## src/rtl/rot_prio_resolver.sv

```systemverilog
module rot_prio_resolver #(
  parameter int N = 8,
  parameter logic [N-1:0] TRIG_WMASK = 8'hF8,
  parameter bit IS_MASTER = 1'b1,
  parameter int CASCADE_LINE = 2,
  localparam int IW = $clog2(N),
  localparam int OW = IW + 1
) (
  input  logic          clk,
  input  logic          rst_n,
  input  logic [N-1:0]  req_in,
  input  logic          mask_we,
  input  logic [N-1:0]  mask_d,
  input  logic          trig_we,
  input  logic [N-1:0]  trig_d,
  input  logic          base_we,
  input  logic [IW-1:0] base_d,
  input  logic          ack_stb,
  input  logic [IW-1:0] ack_idx,
  input  logic          eoi_stb,
  input  logic [IW-1:0] eoi_idx,
  input  logic          nest_mode,
  output logic [IW-1:0] win_idx,
  output logic          win_valid,
  output logic          irq_out
);

  logic [N-1:0]  irr_q, isr_q, imr_q, trig_q, last_q;
  logic [IW-1:0] base_q;
  logic          irq_q;

  function automatic logic [OW-1:0] first_ord(input logic [N-1:0] v, input logic [IW-1:0] b);
    first_ord = OW'(N);
    for (int p = N - 1; p >= 0; p--) begin
      logic [IW-1:0] ln;
      ln = IW'(p) + b;
      if (v[ln]) first_ord = OW'(p);
    end
  endfunction

  logic [N-1:0] ack_oh, eoi_oh, rise, irr_nxt, isr_nxt, nest_oh;
  assign ack_oh  = ack_stb ? (N'(1) << ack_idx) : '0;
  assign eoi_oh  = eoi_stb ? (N'(1) << eoi_idx) : '0;
  assign rise    = req_in & ~last_q;
  assign irr_nxt = (trig_q & req_in) | (~trig_q & ((irr_q & ~ack_oh) | rise));
  assign isr_nxt = (isr_q & ~eoi_oh) | ack_oh;
  assign nest_oh = (IS_MASTER && nest_mode) ? (N'(1) << CASCADE_LINE) : '0;

  logic [OW-1:0] pend_ord, cur_ord;
  assign pend_ord  = first_ord(irr_q & ~imr_q, base_q);
  assign cur_ord   = first_ord(isr_q & ~nest_oh, base_q);
  assign win_valid = pend_ord < cur_ord;
  assign win_idx   = pend_ord[IW-1:0] + base_q;
  assign irq_out   = irq_q;

  always_ff @(posedge clk) begin
    if (!rst_n) begin
      irr_q  <= '0;
      isr_q  <= '0;
      imr_q  <= '0;
      trig_q <= '0;
      last_q <= '0;
      base_q <= '0;
      irq_q  <= 1'b0;
    end else begin
      last_q <= req_in;
      irr_q  <= irr_nxt;
      isr_q  <= isr_nxt;
      irq_q  <= win_valid;
      if (mask_we) imr_q <= mask_d;
      if (trig_we) trig_q <= trig_d & TRIG_WMASK;
      if (base_we) base_q <= base_d;
    end
  end

endmodule

```

## config.mk

```make
export PLATFORM = sky130hd
export DESIGN_NAME = rot_prio_resolver
export DESIGN_NICKNAME = d
export VERILOG_FILES = /design/src/rtl/rot_prio_resolver.sv
export SDC_FILE = /design/constraint.sdc
export NUM_CORES = 1
export LEC_CHECK = 0
export BUFFER_PORTS_ARGS = -buffer_cell sky130_fd_sc_hd__buf_2
export CAP_MARGIN = 20
export CORE_MARGIN = 2
export CORE_UTILIZATION = 30
export CTS_BUF_LIST = sky130_fd_sc_hd__clkbuf_8
export CTS_CLUSTER_DIAMETER = 120
export DETAILED_ROUTE_END_ITERATION = 10
export PLACE_DENSITY = 0.55
export SYNTH_ARGS = -nofsm -noshare
export SYNTH_HDL_FRONTEND = slang
export SYNTH_SLANG_ARGS = --single-unit
```

## constraint.sdc

```tcl
create_clock -name clk -period 10.4 [get_ports clk]
set_input_delay 2.08 -clock clk [delete_from_list [all_inputs] [get_ports clk]]
set_output_delay 2.08 -clock clk [all_outputs]
set_load 0.02 [all_outputs]
```

==> results.sh <==
export IMPL_gr_usage_all_layers_pct=12.0
export IMPL_tightest_slew_ns=0.931
export IMPL_dp_hpwl_microns=4230
export IMPL_synth_cells=263
export IMPL_worstSkewPairLatency_ns=0.30
export IMPL_worst_r2r_path_depth=14
export IMPL_grt_ovfl_total=0
export IMPL_die_w_microns=96.9
export IMPL_run_status="finished clean"
export IMPL_multi_input_area_sq_um=1650
export IMPL_power_density_nw_per_um2=151
export IMPL_seq_area_sq_um=821
export IMPL_setup_ws_ns=3.55
export IMPL_irDropWorstVdd_mv=0.0866
export IMPL_h_tree_depth=2
export IMPL_drt_pass1_iter_count=4
export IMPL_area_growth_pct=14.8
export IMPL_slowest_delay_ns=0.48
export IMPL_cp_num_buf_inv=2
export IMPL_max_slew_margin_pct=37.8
export IMPL_syn_num_nets=311
export IMPL_drt_iter0_drc=56
export IMPL_mappedNetlistArea_sq_um=2590
export IMPL_r2r_end="irq_out$_SDFF_PN0_"
export IMPL_setup_viol=0
export IMPL_min_from="trig_q[4]$_SDFFE_PN0P_"
export IMPL_p_leak_uw=0.00123
export IMPL_path_cells="buf_2, nor2b_1, mux4_2, mux2i_1, nor2b_1, nand2_1, nand2_1, nand3_1, ha_1, o21a_1, o21ai_0, nand2b_1, a21boi_0, a31oi_1, o21a_1, buf_2"
export IMPL_clockRootBuffer="clkbuf_8"
export IMPL_dpl_worst_slack_ns=3.58
export IMPL_grt_antenna_before_repair=0
export IMPL_timing_fmax_ghz=0.146
export IMPL_antenna_left=0
export IMPL_synthFlopType="dfxtp_1"
export IMPL_cp_start_kind="primary input"
export IMPL_cts_buffers=5
export IMPL_clk_pin_slew_worst_paths_ns=0.08
export IMPL_finClkSkew_ns=0.00667
export IMPL_io_buffers=42
export IMPL_gp_congestion=0.756
export IMPL_grt_pass1_wl_microns=9230
export IMPL_die_h_microns=96.9
export IMPL_grt_pass1_vias=1987
export IMPL_min_to="irr_q[4]$_SDFF_PN0_"
export IMPL_arrival_ns=4.77
export IMPL_synth_edf_count=0
export IMPL_grt_max_degree=42
export IMPL_synth_top_area_share_pct=31.7
export IMPL_rsz0062_at_grt="false"
export IMPL_post_cts_buffers=0
export IMPL_die_area_sq_um=9380
export IMPL_finalMaxSlewViolations=0
export IMPL_fillers=852
export IMPL_drv_cap=0
export IMPL_route_vias_total=1967
export IMPL_fin_crit_sh_pct=65.8
export IMPL_hold_path_depth=1
export IMPL_initial_core_util_pct=31.2
export IMPL_drive_above_1_share_pct=24.6
export IMPL_seq_area_frac_synth_pct=31.7
export IMPL_timing_rr_start="base_q[0]$_SDFFE_PN0P_"
export IMPL_ys_warn_count=0
export IMPL_drcViolationCount=0
export IMPL_cts_hold_buf=0
export IMPL_diodes=0
export IMPL_wire_per_inst_microns=13.3
export IMPL_routed_wl_microns=5400
export IMPL_rrSetupSlack_ns=6.22
export IMPL_core_sq_um=8300
export IMPL_synth_avg_cell_area_sq_um=9.84
export IMPL_via_per_inst=4.84
export IMPL_ys_top_cells_by_area="dfxtp_1, mux4_2, mux2i_1, nor2b_1, nand2b_1"
export IMPL_async_flop_share_pct=0
export IMPL_worstSetupPathType="primary input to primary output"
export IMPL_rows=33
export IMPL_holdWs_ns=0.472
export IMPL_fin_crit_ns=6.85
export IMPL_hold_viol=0
export IMPL_synth_seq_cells=41
export IMPL_slowest_stage="mux4_2"
export IMPL_final_common_cell="buf_2"
export IMPL_synth_cell_types=48
export IMPL_crit_family="compound AO/OA/AOI/OAI gates"
export IMPL_setup_worst_path_end_class="primary output"
export IMPL_critical_path_startpoint="nest_mode"
export IMPL_synth_area_leader_cell="dfxtp_1"
export IMPL_final_cell_mix="buf_2, dfxtp_1, nor2b_1"
export IMPL_hold_class="flop to flop"
export IMPL_crit_fanout=3
export IMPL_cts_sinks=41
export IMPL_tritoncts="built"
export IMPL_required_ns=8.32
export IMPL_fin_nets=348
export IMPL_cts_resized=0
export IMPL_io_pins=46
export IMPL_setup_tns_ns=0
export IMPL_clk_path_buf_depth=2
[registers in the layout, indices dropped and copies added, names as in the netlist]
register  flops
isr_q         8
imr_q         8
irq_out       1
irr_q         8
last_q        8
trig_q        5
base_q        3
[metrics by stage]
stage	util [%]	power [uW]	cells	instance area (sq um)
6_report	35.8	449	406	2970
3_5_place_dp	34.4	325	398	2860
3_3_place_gp	34.4	323	398	2860
2_1_floorplan	-	288	263	2590
5_1_grt	35.8	480	406	2970
4_1_cts	35.8	458	406	2970
[cells by family (layout without fill, tap and decap cells)]
logic type               after synthesis  after routing  share of synthesized area, %
AND/OR/NAND/NOR                       93             93                          21.3
adder cells (fa/ha/maj)                7              7                          3.68
buffers and inverters                 25             63                          4.69
multiplexers                          44             44                          23.7
AO/OA/AOI/OAI                         49             49                          13.0
XOR/XNOR                               4              4                          1.93
flip-flops                            41             41                          31.7
[where the power goes]
group          switching [uW]  internal [uW]  leakage [uW]
Sequential               9.78            168      0.000339
Clock                    57.6           71.8     0.0000543
Combinational            75.8           66.6      0.000841
Total                     143            306       0.00123
[layout make-up]
cell class	count	area share, %
Clock inverter	3	1.56
Tap cell	105	4.42
Multi-Input combinational cell	197	55.4
Clock buffer	5	2.32
Inverter	13	1.64
Timing Repair Buffer	42	7.07
Sequential cell	41	27.6
[worst max path at each step]
stage	to	slack, ns	depth (start not counted)
after floorplan	win_valid	4.02	14
after global placement	win_valid	3.59	16
after detailed placement	win_valid	3.58	16
after CTS	win_valid	3.57	16
after global routing	win_valid	3.32	16
final	win_valid	3.55	16
[per-layer routing]
layer	vias to the layer above	GRT usage [%]	share of wire, %
li1	1016	-	-
met1	909	15.5	50
met2	37	19.9	46
met3	5	2.89	3.8
met4	0	3.90	0.96
met5	-	0	0
[Yosys cell counts (2+ instances only)]
cell,count
mux2i_1,26
nand2b_1,16
nand4_1,3
mux2_2,5
mux4_2,12
nor2b_1,31
dfxtp_1,41
nand2_1,14
inv_1,10
xnor2_2,2
nor2_1,4
a41o_1,2
nand3_1,6
o21a_1,5
a21oi_1,7
and2_1,9
o21ai_0,11
a21boi_0,10
o31ai_1,3
clkbuf_1,7
buf_2,3
ha_1,6
a31oi_1,2
inv_2,2
o21ai_1,2
nor4bb_1,2
(Power assumes the default switching activity.)
